### src/rtl/spi_ss_pkg.sv
package spi_ss_pkg;
  localparam int unsigned EN_BIT = 0;

  function automatic logic addr_hit(input logic [31:0] a, input logic [31:0] sel);
    return a == sel;
  endfunction
endpackage

### src/rtl/spi_ss_reg.sv
module spi_ss_reg
  import spi_ss_pkg::*;
#(
  parameter int unsigned ADDR_W   = 8,
  parameter int unsigned DATA_W   = 32,
  parameter logic [ADDR_W-1:0] SEL_ADDR = 8'h10
) (
  input  logic              clk_i,
  input  logic              rst_ni,
  input  logic              slave_mode_i,
  input  logic              busy_i,
  input  logic              wr_en_i,
  input  logic              rd_en_i,
  input  logic [ADDR_W-1:0] addr_i,
  input  logic [DATA_W-1:0] wr_data_i,
  output logic [DATA_W-1:0] rd_data_o,
  output logic              sel_en_o
);
  localparam int unsigned RSVD_W = DATA_W - 1;

  logic hit, wr_ok, rd_ok;
  logic en_q;
  logic [DATA_W-1:0] rd_q;

  assign hit   = addr_hit(32'(addr_i), 32'(SEL_ADDR));
  assign wr_ok = wr_en_i && hit && !slave_mode_i && !busy_i;
  assign rd_ok = rd_en_i && hit && !slave_mode_i;

  always_ff @(posedge clk_i or negedge rst_ni) begin
    if (!rst_ni)    en_q <= 1'b0;
    else if (wr_ok) en_q <= wr_data_i[EN_BIT];
  end

  // one-cycle read latency; idle cycles return zero
  always_ff @(posedge clk_i or negedge rst_ni) begin
    if (!rst_ni)    rd_q <= '0;
    else if (rd_ok) rd_q <= {{RSVD_W{1'b0}}, en_q};
    else            rd_q <= '0;
  end

  assign rd_data_o = rd_q;
  assign sel_en_o  = en_q;

  AST_SLAVE_WR_HOLD: assert property (@(posedge clk_i) disable iff (!rst_ni)
    slave_mode_i |=> $stable(sel_en_o));
  AST_SLAVE_RD_ZERO: assert property (@(posedge clk_i) disable iff (!rst_ni)
    slave_mode_i |=> rd_data_o == '0);
  AST_BUSY_WR_HOLD: assert property (@(posedge clk_i) disable iff (!rst_ni)
    busy_i |=> $stable(sel_en_o));
  AST_RSVD_ZERO: assert property (@(posedge clk_i) disable iff (!rst_ni)
    rd_data_o[DATA_W-1:1] == '0);
  AST_NO_RD_ZERO: assert property (@(posedge clk_i) disable iff (!rst_ni)
    !rd_en_i |=> rd_data_o == '0);
endmodule

### src/rtl/spi_ss_drive.sv
module spi_ss_drive (
  input  logic clk_i,
  input  logic rst_ni,
  input  logic slave_mode_i,
  input  logic sel_en_i,
  input  logic xfer_start_i,
  input  logic xfer_end_i,
  output logic ss_no
);
  logic act_q;

  // end and slave mode dominate; enable is sampled only at start
  always_ff @(posedge clk_i or negedge rst_ni) begin
    if (!rst_ni)                        act_q <= 1'b0;
    else if (slave_mode_i || xfer_end_i) act_q <= 1'b0;
    else if (xfer_start_i && sel_en_i)  act_q <= 1'b1;
  end

  assign ss_no = ~act_q;

  AST_FALL_NEEDS_START: assert property (@(posedge clk_i) disable iff (!rst_ni)
    $fell(ss_no) |-> $past(xfer_start_i && sel_en_i));
  AST_RISE_NEEDS_END: assert property (@(posedge clk_i) disable iff (!rst_ni)
    $rose(ss_no) |-> $past(xfer_end_i || slave_mode_i));
  AST_END_RELEASE: assert property (@(posedge clk_i) disable iff (!rst_ni)
    xfer_end_i |=> ss_no);
  AST_SLAVE_HIGH: assert property (@(posedge clk_i) disable iff (!rst_ni)
    slave_mode_i |=> ss_no);
endmodule

### src/rtl/spi_ss_ctrl.sv
module spi_ss_ctrl #(
  parameter int unsigned ADDR_W   = 8,
  parameter int unsigned DATA_W   = 32,
  parameter logic [ADDR_W-1:0] SEL_ADDR = 8'h10
) (
  input  logic              clk_i,
  input  logic              rst_ni,
  input  logic              slave_mode_i,
  input  logic              busy_i,
  input  logic              xfer_start_i,
  input  logic              xfer_end_i,
  input  logic              wr_en_i,
  input  logic              rd_en_i,
  input  logic [ADDR_W-1:0] addr_i,
  input  logic [DATA_W-1:0] wr_data_i,
  output logic [DATA_W-1:0] rd_data_o,
  output logic              ss_no
);
  logic sel_en;

  spi_ss_reg #(.ADDR_W(ADDR_W), .DATA_W(DATA_W), .SEL_ADDR(SEL_ADDR)) u_reg (
    .clk_i        (clk_i),
    .rst_ni       (rst_ni),
    .slave_mode_i (slave_mode_i),
    .busy_i       (busy_i),
    .wr_en_i      (wr_en_i),
    .rd_en_i      (rd_en_i),
    .addr_i       (addr_i),
    .wr_data_i    (wr_data_i),
    .rd_data_o    (rd_data_o),
    .sel_en_o     (sel_en)
  );

  spi_ss_drive u_drive (
    .clk_i        (clk_i),
    .rst_ni       (rst_ni),
    .slave_mode_i (slave_mode_i),
    .sel_en_i     (sel_en),
    .xfer_start_i (xfer_start_i),
    .xfer_end_i   (xfer_end_i),
    .ss_no        (ss_no)
  );

  AST_WR_NO_PIN: assert property (@(posedge clk_i) disable iff (!rst_ni)
    (!xfer_start_i && !xfer_end_i && !slave_mode_i) |=> $stable(ss_no));
endmodule

### config.mk
export PLATFORM = sky130hd
export DESIGN_NAME = spi_ss_ctrl
export DESIGN_NICKNAME = d
export VERILOG_FILES = /design/src/rtl/spi_ss_pkg.sv /design/src/rtl/spi_ss_reg.sv /design/src/rtl/spi_ss_drive.sv /design/src/rtl/spi_ss_ctrl.sv
export SDC_FILE = /design/constraint.sdc
export NUM_CORES = 1
export LEC_CHECK = 0
export ABC_AREA = 1
export BUFFER_PORTS_ARGS = -buffer_cell sky130_fd_sc_hd__buf_2
export CAP_MARGIN = 30
export CORE_MARGIN = 5
export CORE_UTILIZATION = 26
export CTS_BUF_LIST = sky130_fd_sc_hd__clkbuf_8 sky130_fd_sc_hd__clkbuf_16
export DETAILED_ROUTE_END_ITERATION = 12
export PLACE_DENSITY = 0.82
export SLEW_MARGIN = 20
export SYNTH_ARGS = -nofsm -noshare
export SYNTH_HDL_FRONTEND = slang
export SYNTH_SLANG_ARGS = --single-unit
### constraint.sdc
create_clock -name clk_i -period 0.8 [get_ports clk_i]
set_input_delay 0.12 -clock clk_i [delete_from_list [all_inputs] [get_ports clk_i]]
set_output_delay 0.12 -clock clk_i [all_outputs]
set_load 0.05 [all_outputs]
==> results of run 1 <==
[cell families (layout without fill, tap and decap cells)]
kind of cell / Yosys count / in the layout / share of synthesized area
simple gates: 22 / 22 / 0.204
flops: 3 / 3 / 0.165
buf+inv: 42 / 35 / 0.603
compound gates: 1 / 1 / 0.0193
other cells: 1 / 31 / 0.00826
[registers in the layout, indices dropped and copies added (netlist names)]
name / cells
u_reg.sel_en_o: 1
u_drive.act_q: 1
u_reg.rd_data_o: 1
[through the flow]
stage	setup WS, ns	total power, mW	util	hold slack, ns	std cells
after floorplan	-0.188	0.615	-	-0.176	99
after global routing	-0.147	1.02	0.313	0.147	109
after global placement	0.0291	0.543	0.264	-0.0848	103
final	-0.104	0.968	0.313	0.136	109
after CTS	-0.106	0.974	0.306	0.137	108
after detailed placement	0.0192	0.544	0.264	-0.0816	103
[path summary, 6_finish.rpt]
path                       slack (ns)  cells past startpoint                  to      startpoint
min reg2reg                      0.58                      2  u_reg.rd_data_o[0]  u_reg.sel_en_o
max                             -0.10                      2               ss_no   u_drive.act_q
min                              0.14                      3       u_drive.act_q      xfer_end_i
min in group asynchronous        0.23                      2  u_reg.rd_data_o[0]          rst_ni
max in group asynchronous        0.46                      2       u_drive.act_q          rst_ni
max reg2reg                      0.02                      3       u_drive.act_q  u_reg.sel_en_o
[cell usage in the layout (no fill, tap or decap), drive strengths merged]
cell	synthesis	final
buf	31	19
dfrtp	3	3
nand3	3	3
clkbuf	0	3
inv	11	12
nand2	10	10
nor3	1	1
dlygate4sd3	0	1
a211o	1	1
nor2	8	8
conb	1	31
[repair_timing]
| item | CTS | global route |
|---|---|---|
| resized for setup | 6 | 1 |
| endpoints found under the hold margin | 3 | 0 |
| endpoints found under the setup margin | 2 | 4 |
| setup buffers | 0 | 1 |
| hold buffers | 1 | 0 |
[where the power goes]
group	internal (mW)	total, mW	switching [mW]
Sequential	0.154	0.154	0.000672
Clock	0.326	0.416	0.0904
Combinational	0.0429	0.397	0.354
[cell type report]
type | count | share of cell area
multi-input combinational | 54 | 0.421
clock inverter | 1 | 0.00709
clock buffer | 3 | 0.0780
timing repair buffer | 20 | 0.234
inverter | 11 | 0.0780
tap | 17 | 0.0402
sequential | 3 | 0.142
[worst min-delay path, cell delays in order]
cell and delay (ns):
sky130_fd_sc_hd__buf_2 0.07, sky130_fd_sc_hd__a211o_1 0.08, sky130_fd_sc_hd__inv_1 0.03
[per-layer routing]
layer	share of wire	global-route usage	vias to the layer above
li1	-	-	184
met1	0.41	0.0574	135
met2	0.48	0.0763	27
met3	0.12	0.0172	0
met4	0	0.0524	0
met5	0	0	-
==> results_dict.tcl, run 1 <==
set metrics [dict create \
    remaining_drc_errors 0 \
    rsz_0062_raised_after_global_routing "true" \
    netlist_area_um2 454 \
    async_reset_ff_frac 1.00 \
    startpoint_type "flop" \
    setup_slack_ns -0.104 \
    cts.path.max_buffers 2 \
    antenna_violations_before_repair 0 \
    grt.total_usage 0.0522 \
    floorplan.core_area_um2 1690 \
    clk_pin_slew_worst_paths_ns 0.03 \
    worst-endpoint-arrival_ns 0.78 \
    timing_hold_violations_final 0 \
    failing_checks "setup timing" \
    avgSynthCellArea_um2 6.58 \
    period_share 1.13 \
    n_antenna_cell 0 \
    gpl.final_weighted_congestion 0.658 \
    power.leakage_nw 0.349 \
    io_pins 81 \
    criticalPathCategory "reg -> out" \
    globalRouteOverflowTotal 0 \
    run_status "finished, violations left" \
    die_x_um 51.8 \
    critical_path_peak_fanout 2 \
    dieArea_um2 2680 \
    grt_pass1_vias 269 \
    hold_path_class "in -> reg" \
    cts_buffers 3 \
    slowest_stage "sky130_fd_sc_hd__dfrtp_1" \
    critPathBufInv 2 \
    fin_tns_setup_ns -0.144 \
    cpLargestDelayFamily "flip-flops" \
    total_area_of_multi_input_combinational_cells_um2 223 \
    placement.io_buffers 18 \
    dpl_cell_area_um2 445 \
    cpPeakStageDelay_ns 0.36 \
    synthMostInstantiatedCell "sky130_fd_sc_hd__buf_4" \
    final_cell_area_um2 529 \
    detail_route.first_pass.iterations 4 \
    fillCellCount 191 \
    initial_utilization 0.269 \
    postSynthRegisterBits 3 \
    drive_above_1_share 0.283 \
    clkSinkCount 3 \
    timing.fmax_mhz 1110 \
    final_nets 141 \
    wl_um 781 \
    setup_skew_ns 0.000934 \
    vias 346 \
    synth-main-ff-cell "sky130_fd_sc_hd__dfrtp_1" \
    grt_first_pass_wirelength_um 979 \
    drt.antenna.violating_nets 0 \
    slew_violations 0 \
    timing.critical_path.required_ns 0.68 \
    synth_warnings 0 \
    cp-end-kind "primary output" \
    path_cells "inv_2 > buf_8" \
    share_of_the_synthesized_area_in_the_top_cell_type 0.512 \
    ys_types 10 \
    post_drt_via_cell_ratio 3.17 \
    synth_enable_flop_cells 0 \
    p_per_area_nw_per_um2 1830 \
    grt_start_max_net_pins 4 \
    layout-area-overhead-vs-synth_pct 16.5 \
    wl_per_cell_um 7.17 \
    clock_insertion_delay_worst_skew_ns 0.21 \
    tritoncts "built" \
    drt_iter0_markers 6 \
    synth_largest_area_cell "sky130_fd_sc_hd__buf_4" \
    yosysSeqAreaShare 0.165 \
    ff_latch_area_um2 75.1 \
    ctsRootBufferMaster "sky130_fd_sc_hd__clkbuf_8" \
    ys_top_cells_by_count "sky130_fd_sc_hd__buf_4, sky130_fd_sc_hd__inv_1, sky130_fd_sc_hd__nand2_1" \
    timing.final.crit_period_ns 0.904 \
    setup_viol 2 \
    num_rows 15 \
    synthTopCellsByArea "sky130_fd_sc_hd__buf_4, sky130_fd_sc_hd__dfrtp_1, sky130_fd_sc_hd__inv_1, sky130_fd_sc_hd__nand2_1, sky130_fd_sc_hd__nor2_1" \
    syn-instance-count 69 \
    die-height_um 51.8 \
    irDropWorstVdd_uv 536 \
    clock_tree.htree_level_count 1 \
    dpl.hpwl_um 692 \
    timing.max_cap.violations 0 \
]
Note: power is estimated with default switching activity, not from simulation.
==> inputs of run 2 (changes only) <==
--- a/config.mk
+++ b/config.mk
@@ -13,6 +13,7 @@
 export CTS_BUF_LIST = sky130_fd_sc_hd__clkbuf_8 sky130_fd_sc_hd__clkbuf_16
 export DETAILED_ROUTE_END_ITERATION = 12
 export PLACE_DENSITY = 0.82
+export RECOVER_POWER = 50
 export SLEW_MARGIN = 20
 export SYNTH_ARGS = -nofsm -noshare
 export SYNTH_HDL_FRONTEND = slang
==> run 2 against run 1 <==
Compared with the run above:
- the flow still finishes with violations (setup timing)
- final area decreased by 0.24%
- sequential cell count unchanged
- clock skew unchanged
- first-iteration DRC count unchanged
- worst hold slack got worse by 0.00072 ns
- largest power group unchanged
==> results_dict.tcl, run 2 (synthesized netlist as in run 1, its figures left out) <==
set metrics [dict create \
    grt.total_usage 0.0522 \
    period_share 1.13 \
    timing.final.crit_period_ns 0.901 \
    dpl_cell_area_um2 445 \
    hold_end "u_drive.act_q" \
    cts_buffers 3 \
    clkSinkCount 3 \
    worst-endpoint-arrival_ns 0.78 \
    vias 346 \
    setup_slack_ns -0.101 \
    min_path_cells 3 \
    path_cells "inv_2 > buf_8" \
    ctsRootBufferMaster "sky130_fd_sc_hd__clkbuf_8" \
    n_antenna_cell 0 \
    failing_checks "setup timing" \
    groute.layer.met1.usage 0.0574 \
    fillCellCount 192 \
    ff_latch_area_um2 75.1 \
    globalRouteOverflowTotal 0 \
    layout_common_cells "sky130_fd_sc_hd__conb_1, sky130_fd_sc_hd__buf_2, sky130_fd_sc_hd__inv_1" \
    antenna_violations_before_repair 0 \
    timing.critical_path.required_ns 0.68 \
    setup_skew_ns 0.000934 \
    timing_hold_violations_final 0 \
    wl_um 779 \
    timing.max_cap.violations 0 \
    cp-end-kind "primary output" \
    die_x_um 51.8 \
    initial_utilization 0.269 \
    dieArea_um2 2680 \
    floorplan.core_area_um2 1690 \
    num_rows 15 \
    critical_path_peak_fanout 2 \
    irDropWorstVdd_uv 535 \
    global_route.usage.met3 0.0172 \
    grt_first_pass_wirelength_um 979 \
    drt.antenna.violating_nets 0 \
    power.leakage_nw 0.347 \
    slew_violations 0 \
    io_pins 81 \
    grt_start_max_net_pins 4 \
    final_nets 141 \
    remaining_drc_errors 0 \
    rr_endpoint "u_drive.act_q" \
    timing.fmax_mhz 1110 \
    setup_viol 2 \
    drive_above_1_share 0.272 \
    placement.io_buffers 18 \
    drt_iter0_markers 6 \
    run_status "finished, violations left" \
    grtUsageMet2 0.0763 \
    worst_hold_startpoint "xfer_end_i" \
    worst_r2r_path_depth 3 \
    dpl.hpwl_um 692 \
    tritoncts "built" \
    clock_tree.htree_level_count 1 \
    fin_tns_setup_ns -0.141 \
    clk_pin_slew_worst_paths_ns 0.03 \
    clock_insertion_delay_worst_skew_ns 0.21 \
    die-height_um 51.8 \
    detail_route.first_pass.iterations 4 \
    layout.core_utilization 0.313 \
    rsz_0062_raised_after_global_routing "true" \
    finalPower_mw 0.967 \
    cts.path.max_buffers 2 \
    gpl.final_weighted_congestion 0.658 \
    layout_commonest_cell "sky130_fd_sc_hd__conb_1" \
    timing.rr.start "u_reg.sel_en_o" \
    startpoint_type "flop" \
    cpPeakStageDelay_ns 0.36 \
    hold_path_class "in -> reg" \
    final_cell_area_um2 528 \
    wl_per_cell_um 7.15 \
    fin_hold_ws_ns 0.136 \
    total_area_of_multi_input_combinational_cells_um2 223 \
    grt_pass1_vias 269 \
    register_to_register_path_setup_slack_ns 0.02 \
    layout-area-overhead-vs-synth_pct 16.3 \
    globalRoute.busiestLayer "met2" \
    p_per_area_nw_per_um2 1830 \
    post_drt_via_cell_ratio 3.17 \
    criticalPathCategory "reg -> out" \
    slowest_stage "sky130_fd_sc_hd__dfrtp_1" \
]
## run 2: cell types whose count changed in the layout (fill, tap and decap cells not counted)
cell / change
sky130_fd_sc_hd__buf_2: -1
sky130_fd_sc_hd__clkbuf_1: +1
## run 2: final cells by class
type / count / area share
multi-input combinational: 54 / 0.422
timing repair buffer: 20 / 0.232
sequential: 3 / 0.142
clock buffer: 3 / 0.0782
inverter: 11 / 0.0782
tap: 17 / 0.0403
clock inverter: 1 / 0.00711
## run 2: worst max-delay path by stage
stage                   start             to  slack, ns
2_1_floorplan   u_drive.act_q  u_drive.act_q      -0.19
3_3_place_gp    u_drive.act_q          ss_no       0.03
3_5_place_dp   u_reg.sel_en_o  u_drive.act_q       0.02
4_1_cts         u_drive.act_q          ss_no      -0.11
5_1_grt         u_drive.act_q          ss_no      -0.15
6_report        u_drive.act_q          ss_no      -0.10
## run 2: what timing repair did
action | CTS | global route
gates resized for setup | 6 | 1
endpoints found under the setup margin | 2 | 4
cloned | 0 | 0
endpoints found under the hold margin | 3 | 0
setup buffers | 0 | 1
hold buffers | 1 | 0
## run 2: power by group
part / internal (mW) / total (mW) / switching (mW) / leakage, nW
clock: 0.326 / 0.416 / 0.0905 / 0.0269
combinational: 0.0422 / 0.397 / 0.354 / 0.278
sequential: 0.154 / 0.154 / 0.000671 / 0.0419
## run 2: worst max-delay path: cells and delay by family, from the launching register on
kind / cells / cell delay, ns
buffers and inverters: 2 / 0.21
DFF: 1 / 0.36
## run 2: per-layer routing
| metal | vias to the layer above | share of wire |
|---|---|---|
| met4 | 0 | 0 |
| met1 | 135 | 0.41 |
| li1 | 184 | - |
| met2 | 27 | 0.47 |
| met5 | - | 0 |
| met3 | 0 | 0.12 |
## run 2: stage by stage
step	setup WS, ns	cells
2_1_floorplan	-0.188	99
3_3_place_gp	0.0291	103
3_5_place_dp	0.0192	103
4_1_cts	-0.106	108
5_1_grt	-0.147	109
6_report	-0.101	109
==> inputs of run 3 (changes only) <==
--- a/config.mk
+++ b/config.mk
@@ -12,9 +12,11 @@
 export CORE_UTILIZATION = 26
 export CTS_BUF_LIST = sky130_fd_sc_hd__clkbuf_8 sky130_fd_sc_hd__clkbuf_16
 export DETAILED_ROUTE_END_ITERATION = 12
-export PLACE_DENSITY = 0.82
+export PLACE_DENSITY = 0.81
 export RECOVER_POWER = 50
+export SETUP_SLACK_MARGIN = 0.05
 export SLEW_MARGIN = 20
 export SYNTH_ARGS = -nofsm -noshare
 export SYNTH_HDL_FRONTEND = slang
+export SYNTH_HIERARCHICAL = 1
 export SYNTH_SLANG_ARGS = --single-unit
==> run 3 against run 2 <==
Compared with the run above:
- the run still ends with setup timing left
- critical path depth unchanged
- clock skew rose by 0.00095 ns
- power increased by 3.8%
- global-route usage rose by 0.66 points
- sequential share of layout area down 0.80 points
- maximum frequency decreased by 4.4%
- clock power is essentially flat
- final cell count up 13%
- combinational power increased by 8.1%
- sequential cell count stayed put
- critical endpoint unchanged
- largest cell class unchanged
==> results_dict.tcl, run 3 <==
set metrics [dict create \
    run_status "finished, violations left" \
    failing_checks "setup timing" \
    layout_commonest_cell "sky130_fd_sc_hd__conb_1" \
    netlist_area_um2 468 \
    startpoint_type "flop" \
    worst_r2r_path_depth 6 \
    synthMostInstantiatedCell "sky130_fd_sc_hd__buf_4" \
    ctsRootBufferMaster "sky130_fd_sc_hd__clkbuf_8" \
    dieArea_um2 2750 \
    drt_iter0_markers 3 \
    grtUsageMet2 0.0888 \
    die-height_um 52.4 \
    n_antenna_cell 0 \
    slew_violations 0 \
    grt.total_usage 0.0588 \
    globalRouteOverflowTotal 0 \
    synthTopCellsByArea "sky130_fd_sc_hd__buf_4, sky130_fd_sc_hd__dfrtp_1, sky130_fd_sc_hd__inv_1, sky130_fd_sc_hd__nand2_1, sky130_fd_sc_hd__nor2_1" \
    post_drt_via_cell_ratio 2.98 \
    yosysSeqAreaShare 0.160 \
    timing.critical_path.required_ns 0.68 \
    cpPeakStageDelay_ns 0.38 \
    ys_top_cells_by_count "sky130_fd_sc_hd__buf_4, sky130_fd_sc_hd__inv_1, sky130_fd_sc_hd__nand2_1" \
    avgSynthCellArea_um2 6.32 \
    ys_types 9 \
    remaining_drc_errors 0 \
    postSynthRegisterBits 3 \
    die_x_um 52.4 \
    hold_path_class "in -> reg" \
    period_share 1.18 \
    post_placement_cell_count 117 \
    synth_largest_area_cell "sky130_fd_sc_hd__buf_4" \
    async_reset_ff_frac 1.00 \
    setup_viol 3 \
    grt_start_max_net_pins 4 \
    path_depth 2 \
    dpl.hpwl_um 796 \
    clk_pin_slew_worst_paths_ns 0.03 \
    rsz_0062_raised_after_global_routing "true" \
    synth_enable_flop_cells 0 \
    worst-endpoint-arrival_ns 0.82 \
    drt.antenna.violating_nets 0 \
    initial_utilization 0.271 \
    groute.layer.met1.usage 0.0629 \
    placement.io_buffers 18 \
    cp-end-kind "primary output" \
    antenna_violations_before_repair 0 \
    cts_buffers 3 \
    grt_first_pass_wirelength_um 1170 \
    num_rows 15 \
    path_cells "clkinvlp_4 > buf_6" \
    timing.final.crit_period_ns 0.943 \
    drive_above_1_share 0.265 \
    power.leakage_nw 0.368 \
    critical_path_peak_fanout 2 \
    layout-area-overhead-vs-synth_pct 19.5 \
    synth-main-ff-cell "sky130_fd_sc_hd__dfrtp_1" \
    synth_warnings 6 \
    setup_skew_ns 0.00189 \
    critPathBufInv 2 \
    grt_pass1_vias 300 \
    clock_insertion_delay_worst_skew_ns 0.21 \
    slowest_stage "sky130_fd_sc_hd__dfrtp_1" \
    final_cell_area_um2 559 \
    vias 367 \
    min_path_cells 4 \
    irDropWorstVdd_uv 790 \
    criticalPathCategory "reg -> out" \
    wl_um 886 \
    gpl.final_weighted_congestion 0.666 \
    global_route.usage.met3 0.0570 \
    timing.max_cap.violations 0 \
    final_nets 147 \
    fin_hold_ws_ns 0.150 \
    syn-instance-count 74 \
    final_cells 123 \
    clock_tree.htree_level_count 1 \
    tritoncts "built" \
    register_to_register_path_setup_slack_ns -0.10 \
    wl_per_cell_um 7.20 \
    io_pins 81 \
    timing.fmax_mhz 1060 \
    floorplan.core_area_um2 1730 \
    cts.path.max_buffers 2 \
    clkSinkCount 3 \
    p_per_area_nw_per_um2 1800 \
    cpLargestDelayFamily "flip-flops" \
    layout_common_cells "sky130_fd_sc_hd__conb_1, sky130_fd_sc_hd__buf_2, sky130_fd_sc_hd__inv_1" \
    setup_slack_ns -0.143 \
    timing_hold_violations_final 0 \
    detail_route.first_pass.iterations 2 \
    globalRoute.busiestLayer "met2" \
    dpl_cell_area_um2 480 \
    share_of_the_synthesized_area_in_the_top_cell_type 0.497 \
]
==> run 3: changes by cell type after synthesis <==
cell,delta
sky130_fd_sc_hd__nand2_1,+2
sky130_fd_sc_hd__inv_1,+3
sky130_fd_sc_hd__a211o_1,-1
sky130_fd_sc_hd__nor2_1,+1
==> run 3: path summary, 6_finish.rpt <==
kind / start / to
max: u_drive/act_q / ss_no
min: xfer_end_i / u_drive/act_q
max reg2reg: u_drive/act_q / u_drive/act_q
min reg2reg: u_reg/sel_en_o / u_reg/rd_data_o[0]
max in group asynchronous: rst_ni / u_drive/act_q
min in group asynchronous: rst_ni / u_reg/rd_data_o[0]
==> run 3: what timing repair did <==
item                       in CTS  in global routing
hold endpoints to repair        3                  0
gates resized for setup         4                  1
pin swaps                       0                  1
hold buffers                    1                  0
gates cloned                    0                  0
setup endpoints to repair       3                  4
setup buffers                   1                  0
==> run 3: power by group <==
group / internal, mW / total [mW] / switching, mW / leakage [nW]
logic: 0.0555 / 0.429 / 0.373 / 0.305
registers: 0.156 / 0.158 / 0.00236 / 0.0362
clock network: 0.326 / 0.417 / 0.0913 / 0.0269
total: 0.537 / 1.00 / 0.467 / 0.368
==> run 3: kinds of logic (layout without fill, tap and decap cells) <==
| group | Yosys count | count (layout) | synth area share |
|---|---|---|---|
| buffers and inverters | 45 | 39 | 0.610 |
| AND/OR/NAND/NOR | 25 | 25 | 0.222 |
| flip-flops | 3 | 3 | 0.160 |
| other | 1 | 31 | 0.00801 |
==> run 3: area by class of cell <==
| class | instances | area [um2] |
|---|---|---|
| timing repair buffer | 21 | 126 |
| tap | 25 | 31.3 |
| fill | 211 | 1170 |
| clock buffer | 3 | 41.3 |
| clock inverter | 1 | 3.75 |
| inverter | 14 | 56.3 |
| multi-input combinational | 56 | 225 |
| sequential | 3 | 75.1 |
==> run 3: layer usage <==
layer	up-vias	wire, um
li1	196	-
met1	138	334
met2	33	359
met3	0	192
met4	0	0
met5	-	0
==> run 3: stage by stage <==
stage	TNS [ns]	power (mW)	util	setup slack, ns
CTS	-0.284	1.01	0.322	-0.141
global route	-0.353	1.06	0.324	-0.164
finish	-0.285	1.00	0.324	-0.143
detailed placement	-0.00946	0.573	0.278	-0.00946
global placement	-0.00565	0.571	0.278	-0.00565
floorplan	-0.0633	0.637	-	-0.0633
==> run 3: worst reg2reg max path, delay by kind of cell (launching register included) <==
kind	cells	cell delay, ns
flops	1	0.36
buf+inv	4	0.39
simple gates	2	0.09
